### config.mk
export PLATFORM = sky130hd
export DESIGN_NAME = sync_pulse_gen
export DESIGN_NICKNAME = d
export VERILOG_FILES = /design/src/rtl/hpg_pkg.sv /design/src/rtl/hpg_regs.sv /design/src/rtl/hpg_line_timer.sv /design/src/rtl/hpg_pulse_shape.sv /design/src/rtl/sync_pulse_gen.sv
export SDC_FILE = /design/constraint.sdc
export NUM_CORES = 1
export LEC_CHECK = 0
export BUFFER_PORTS_ARGS = -buffer_cell sky130_fd_sc_hd__buf_2
export CORE_MARGIN = 4
export CORE_UTILIZATION = 64
export CTS_CLUSTER_DIAMETER = 150
export DETAILED_ROUTE_END_ITERATION = 7
export HOLD_SLACK_MARGIN = 0.1
export PLACE_DENSITY_LB_ADDON = 0.05
export SLEW_MARGIN = 20
export SYNTH_ARGS = -nofsm -noshare
export SYNTH_HDL_FRONTEND = slang
export SYNTH_HIERARCHICAL = 1
export SYNTH_SLANG_ARGS = --single-unit
### constraint.sdc
create_clock -name clk -period 3.53 [get_ports clk]
set_input_delay 0 -clock clk [delete_from_list [all_inputs] [get_ports clk]]
set_output_delay 0 -clock clk [all_outputs]
set_load 0.02 [all_outputs]
### src/rtl/hpg_pkg.sv
package hpg_pkg;

    localparam int OFS_W = 10;
    localparam int NCH   = 2;
    localparam int CH_W  = (NCH > 1) ? $clog2(NCH) : 1;
    localparam int CH_DRV = 0;
    localparam int CH_CLP = 1;

    typedef logic [7:0]       byte_t;
    typedef logic [OFS_W-1:0] ofs_t;
    typedef logic [NCH-1:0][OFS_W-1:0] cfg_t;

    typedef enum logic {LANE_LO = 1'b0, LANE_HI = 1'b1} lane_e;

    typedef struct packed {
        logic            hit;
        logic [CH_W-1:0] ch;
        lane_e           lane;
    } reg_sel_t;

    localparam byte_t LO_ADDR [NCH] = '{8'h0E, 8'h12};
    localparam byte_t HI_ADDR [NCH] = '{8'h0F, 8'h13};
    localparam ofs_t  RST_VAL [NCH] = '{10'h020, 10'h037};

    function automatic reg_sel_t decode_addr(byte_t a);
        reg_sel_t s;
        s = '{hit: 1'b0, ch: '0, lane: LANE_LO};
        for (int i = 0; i < NCH; i++) begin
            if (a == LO_ADDR[i]) s = '{hit: 1'b1, ch: CH_W'(i), lane: LANE_LO};
            if (a == HI_ADDR[i]) s = '{hit: 1'b1, ch: CH_W'(i), lane: LANE_HI};
        end
        return s;
    endfunction

    function automatic byte_t read_lane(ofs_t v, lane_e l);
        return (l == LANE_LO) ? v[7:0] : byte_t'(v >> 8);
    endfunction

endpackage

### src/rtl/hpg_regs.sv
module hpg_regs
    import hpg_pkg::*;
(
    input  logic  clk,
    input  logic  rst,
    input  logic  wr_en,
    input  byte_t addr,
    input  byte_t wdata,
    output byte_t rdata,
    output cfg_t  cfg
);

    reg_sel_t sel;
    assign sel = decode_addr(addr);

    for (genvar g = 0; g < NCH; g++) begin : g_ch
        always_ff @(posedge clk) begin
            if (rst) begin
                cfg[g] <= RST_VAL[g];
            end else if (wr_en && sel.hit && (sel.ch == CH_W'(g))) begin
                if (sel.lane == LANE_LO)
                    cfg[g][7:0] <= wdata;
                else
                    cfg[g][OFS_W-1:8] <= wdata[OFS_W-9:0];
            end
        end
    end

    always_comb begin
        rdata = '0;
        if (sel.hit) rdata = read_lane(cfg[sel.ch], sel.lane);
    end

endmodule

### src/rtl/hpg_line_timer.sv
module hpg_line_timer
    import hpg_pkg::*;
#(
    parameter int CNT_W = 12
) (
    input  logic             clk,
    input  logic             rst,
    input  logic             sync_fall,
    input  cfg_t             cfg_in,
    output logic             run,
    output logic [CNT_W-1:0] cnt,
    output cfg_t             cfg_lat
);

    localparam logic [CNT_W-1:0] CNT_MAX = '1;

    always_ff @(posedge clk) begin
        if (rst) begin
            run     <= 1'b0;
            cnt     <= '0;
            cfg_lat <= '0;
        end else if (sync_fall) begin
            run     <= 1'b1;
            cnt     <= '0;
            cfg_lat <= cfg_in;
        end else if (run && (cnt != CNT_MAX)) begin
            cnt <= cnt + 1'b1;
        end
    end

endmodule

### src/rtl/hpg_pulse_shape.sv
module hpg_pulse_shape
    import hpg_pkg::*;
#(
    parameter int CNT_W     = 12,
    parameter int CLAMP_LEN = 16
) (
    input  logic             run,
    input  logic [CNT_W-1:0] cnt,
    input  cfg_t             cfg_lat,
    output logic             drive,
    output logic             clamp
);

    logic [CNT_W-1:0] end_c;
    assign end_c = CNT_W'(cfg_lat[CH_DRV]);
    assign drive = run && (cnt <= end_c);

    if (CLAMP_LEN == 0) begin : g_no_clamp
        assign clamp = 1'b0;
    end else begin : g_clamp
        logic [CNT_W-1:0] st_c, st_lim;
        assign st_c   = CNT_W'(cfg_lat[CH_CLP]);
        assign st_lim = st_c + CNT_W'(CLAMP_LEN);
        assign clamp  = run && (cnt >= st_c) && (cnt < st_lim);
    end

endmodule

### src/rtl/sync_pulse_gen.sv
module sync_pulse_gen
    import hpg_pkg::*;
#(
    parameter int CLAMP_LEN = 16
) (
    input  logic       clk,
    input  logic       rst,
    input  logic       sync_fall,
    input  logic       reg_wr_en,
    input  logic [7:0] reg_addr,
    input  logic [7:0] reg_wdata,
    output logic [7:0] reg_rdata,
    output logic       drive_pulse,
    output logic       clamp_pulse
);

    localparam int CNT_W = $clog2((1 << OFS_W) + CLAMP_LEN) + 1;

    cfg_t             cfg_shadow;
    cfg_t             cfg_work;
    logic             line_run;
    logic [CNT_W-1:0] line_cnt;

    hpg_regs u_regs (
        .clk   (clk),
        .rst   (rst),
        .wr_en (reg_wr_en),
        .addr  (reg_addr),
        .wdata (reg_wdata),
        .rdata (reg_rdata),
        .cfg   (cfg_shadow)
    );

    hpg_line_timer #(.CNT_W(CNT_W)) u_timer (
        .clk       (clk),
        .rst       (rst),
        .sync_fall (sync_fall),
        .cfg_in    (cfg_shadow),
        .run       (line_run),
        .cnt       (line_cnt),
        .cfg_lat   (cfg_work)
    );

    hpg_pulse_shape #(.CNT_W(CNT_W), .CLAMP_LEN(CLAMP_LEN)) u_shape (
        .run     (line_run),
        .cnt     (line_cnt),
        .cfg_lat (cfg_work),
        .drive   (drive_pulse),
        .clamp   (clamp_pulse)
    );

endmodule

# == After elaboration in Yosys (flattened, before gate mapping) ==
# Index checks and enable logic that the tools add are counted.
# op_classes
n_reduce_logical,12
n_addsub,2
muxes,8
n_eq_ne,5
bitwise,2
magnitude_cmp,4
# ops
operator,n
two-way mux 10 bit,2
"== test 8 x 4 -> 1 bit, second input constant",2
"== test 8 x 5 -> 1 bit, second input constant",2
two-way mux 8 bit,2
"adder 12 x 1 -> 12 bit, second input constant",1
>= comparator 12 x 10 -> 1 bit,1
<= comparator 12 x 10 -> 1 bit,1
less-than comparator 12 bit,1
two-way mux 3 bit,4
"inequality test 12 bit, second input constant",1
"adder 10 x 5 -> 11 bit, second input constant",1
AND reduction 2 bit,4
logical AND 1 bit,7
"less-than comparator 1 x 2 -> 1 bit, second input constant",1
inverter 1 bit,2
OR reduction 2 bit,1
# word_totals
register_bits,53
wordCells,41
in_bits,20
out_inout_bits,10

# == Longest topological paths before layout ==
# logic_depth
ltp_word,9
mapped_depth,8
depth_no_buf,8

# == Hierarchy ==
# Netlist, hierarchy kept.
# by_module_without_submodules
module,area_per_inst_um2,instances,cells_per_inst,seq_area_each_um2
hpg_line_timer,1365.1,1,142,660.6
hpg_regs,1091.0,1,121,400.4
hpg_pulse_shape,750.7,1,102,0.0

# == Worst setup path after synthesis ==
# No wires, ideal clock.
# synth_timing
path_kind,reg-to-output
startpoint,register u_timer/cfg_lat[14] (netlist bit)
endpoint,output clamp_pulse
arrival_ps,2089
slack_ps,1441
required_time_ps,3530
path_buffers,0
path_stages_with_launch,9
path_cell_list,dfxtp_1 -> ha_1 -> xnor2_1 -> ha_1 -> a21oi_1 -> nand2_1 -> a21oi_1 -> a21oi_1 -> nor4_1
# synth_via
elab_chain_cells,3
word_cells_on_any_way,5
classes_between,add/sub (1); order compare (2); reduce/logical (2)
# synth_lines
item,line,source
start: declaration,hpg_line_timer.sv:12,output cfg_t cfg_lat
start signal: assignment,hpg_line_timer.sv:25,cfg_lat <= cfg_in;
adder 10 x 5 -> 11 bit / >= comparator 12 x 10 -> 1 bit (equally long branches),"hpg_pulse_shape.sv:23, hpg_pulse_shape.sv:24",
less-than comparator 12 bit / logical AND 1 bit (equally long branches),hpg_pulse_shape.sv:24,assign clamp = run && (cnt >= st_c) && (cnt < st_lim);
logical AND 1 bit *,hpg_pulse_shape.sv:24,
end: declaration,sync_pulse_gen.sv:14,output logic clamp_pulse
# Every way passes the cells marked *; elsewhere a longest branch is shown, timed or not.

# == Worst setup path in the final report ==
# layout_timing
startpoint,register u_timer/cfg_lat[16] (netlist bit)
endpoint,output clamp_pulse
# The elaborated chain is that of the path after synthesis.

==> results.py <==
metrics = {
    "die": {
        "design.die.area_um2": 6210,
        "row_count": 25,
        "io_pins": 30,
        "initial_core_util_pct": 67.0,
        "die_y_um": 78.8,
        "die_x_um": 78.8,
        "core_area_um2": 4790,
    },
    "clocking": {
        "clkTransAtPathRegs_ns": 0.10,
        "cts_buffers": 5,
        "htreeDepth": 2,
        "cts-root-buf": "clkbuf_8",
        "cts_sinks": 53,
        "cts_tree": "done",
        "clock_path_buffers": 2,
        "clk_latency_ns": 0.31,
        "cts_resized": 0,
    },
    "synth": {
        "seq_area_frac_synth_pct": 33.1,
        "yosysUniqueCellTypes": 48,
        "synth_area_per_cell_um2": 8.79,
        "synth_cells": 365,
        "synth-edff-count": 0,
        "synth_seq_cells": 53,
        "synth-main-ff-cell": "dfxtp_1",
        "yosysWarnings": 6,
        "syn_area_um2": 3210,
        "synth.net_count": 414,
        "synthArstFlopShare_pct": 0,
    },
    "timing": {
        "period_needed_ns": 2.29,
        "max_freq_mhz": 437,
        "setup_viol": 0,
        "grt_setup_unrepaired": "no",
        "finalHoldViolCount": 0,
        "worst_slew_pin_slew_ns": 0.785,
        "period_share_pct": 64.9,
        "maxSlewHeadroom_pct": 47.6,
        "finalMaxSlewViolations": 0,
        "tns_ns": 0,
        "timing.final.ws_setup_ns": 1.24,
        "clock-skew-final_ns": 0.0104,
    },
    "setup_path": {
        "endpoint_kind": "output pin",
        "path_max_fanout": 5,
        "critPathLaunchType": "flop",
        "critPathKind": "reg2out",
        "critPathArrivalTime_ns": 2.29,
        "required_ns": 3.53,
    },
    "routing": {
        "drc": 0,
        "initialDrtViolationCount": 145,
        "wl_per_cell_um": 15.6,
        "firstDrtPassIters": 5,
        "totalWireLength_um": 7280,
        "postRouteAntennaNets": 0,
        "vias": 2733,
        "vias_per_cell": 5.86,
    },
    "place": {
        "placedCellCount": 446,
        "portBuffers": 29,
        "hpwl_um": 5380,
        "pre_cts_ws_ns": 1.60,
        "gp_congestion": 0.941,
    },
    "global_route": {
        "grt_pass1_wl_um": 12200,
        "overflow": 0,
        "antenna_found_initial": 0,
        "grt_pass1_vias": 2622,
        "grt_usage_pct": 24.7,
        "grt_max_degree": 56,
    },
    "worst_hold_path": {
        "hp-class": "in2reg",
    },
    "finish": {
        "final_cell_mix": "dfxtp_1, mux2i_1, nor2_1",
        "drive_gt1_share_pct": 11.5,
        "n_antenna_cell": 0,
        "syn_to_final_growth_pct": 11.2,
        "nets": 447,
        "fin_util_pct": 74.5,
        "layout_commonest_cell": "dfxtp_1",
        "stdcell_count": 466,
    },
    "power": {
        "power.leakage_nw": 1.48,
        "peakVddDrop_mv": 0.311,
        "cellPowerDensity_nw_per_um2": 304,
        "power_mw": 1.09,
    },
    "run": {
        "cap_violations": 0,
    },
    "status": {
        "status": "complete, no violations",
    },
}
## worst max-delay path, cell delays in order, from the launching register on
cell and delay [ns]:
dfxtp_1 0.42, inv_1 0.08, nor3_1 0.24, nand3_1 0.13, xnor2_1 0.14, ha_1 0.30
a21oi_1 0.15, o21ai_0 0.09, nor4_1 0.23, buf_2 0.21
## cell usage after synthesis (3+ instances only)
library cell  number  area [um2]
nor4_1             3        18.8
or4_1              4        30.0
nor2_1            41         154
mux2i_1           42         420
clkbuf_1           7        26.3
a21oi_1           22         110
a31oi_1            4        25.0
o21ai_1            3        15.0
o21ai_0           13        65.1
nor3_1             7        35.0
and2_1             3        18.8
inv_1             26        97.6
nand2b_1          22         138
a21o_1             4        30.0
nand2_1           10        37.5
o31ai_1            3        22.5
nand3_1           18        90.1
xnor2_1            5        43.8
buf_4              3        22.5
nand4_1            9        56.3
ha_1              29         363
dfxtp_1           53        1060
and3_1             3        18.8
## routing by layer
metal / global-route usage (%) / wire length (um) / vias to the layer above / part of all wire, %
met5: 0 / 0 / - / 0
met4: 9.44 / 133 / 0 / 1.8
met3: 4.65 / 391 / 16 / 5.4
met2: 41.3 / 3460 / 97 / 48
met1: 31.4 / 3290 / 1258 / 45
li1: - / - / 1362 / -
## timing repair
item,in CTS,in global routing
endpoints found under the hold margin,20,0
endpoints found under the setup margin,0,0
buffers inserted,0,0
hold buffers,12,0
## layout make-up
type	count	area [um2]
multi-input combinational	271	1960
fill	379	1220
sequential	53	1060
timing repair buffer	41	265
inverter	26	97.6
tap	67	83.8
clock buffer	5	68.8
clock inverter	3	28.8
## sequential cells by signal, summed over array words and instances (netlist names)
register	cells
u_timer/run	1
u_timer/cfg_lat	20
u_regs/cfg	20
u_timer/cnt	12
## per-stage QoR
step	cell area (um2)	hold WS, ns
after detailed placement	3350	0.280
after global routing	3570	0.178
after floorplan	3210	0.0724
final	3570	0.160
after CTS	3570	0.147
after global placement	3350	0.270
## power by group
part / internal (mW) / leakage [nW] / switching, mW
logic: 0.0487 / 1.00 / 0.0581
clock network: 0.149 / 0.0506 / 0.218
registers: 0.604 / 0.429 / 0.00732
## worst paths after layout
check	start	to	slack, ns	cells after the start
setup / recovery	u_timer/cfg_lat[16]$_SDFFE_PP0P_	clamp_pulse	1.24	9
setup reg to reg	u_timer/cnt[4]$_SDFFE_PP0P_	u_timer/cnt[11]$_SDFFE_PP0P_	1.80	4
hold reg to reg	u_regs/cfg[8]$_SDFFE_PP0P_	u_regs/cfg[8]$_SDFFE_PP0P_	0.51	2
hold / removal	reg_addr[6]	u_regs/cfg[6]$_SDFFE_PP0P_	0.16	4
## logic make-up after synthesis
| family | Yosys count | synth area share [%] |
|---|---|---|
| adder cells (fa/ha/maj) | 29 | 11.3 |
| XOR/XNOR | 6 | 1.64 |
| AND/OR/NAND/NOR | 134 | 22.8 |
| multiplexers | 42 | 13.1 |
| flip-flops | 53 | 33.1 |
| AO/OA/AOI/OAI | 60 | 12.3 |
| buffers and inverters | 41 | 5.74 |
No activity file was read; power rests on OpenSTA's default activity.
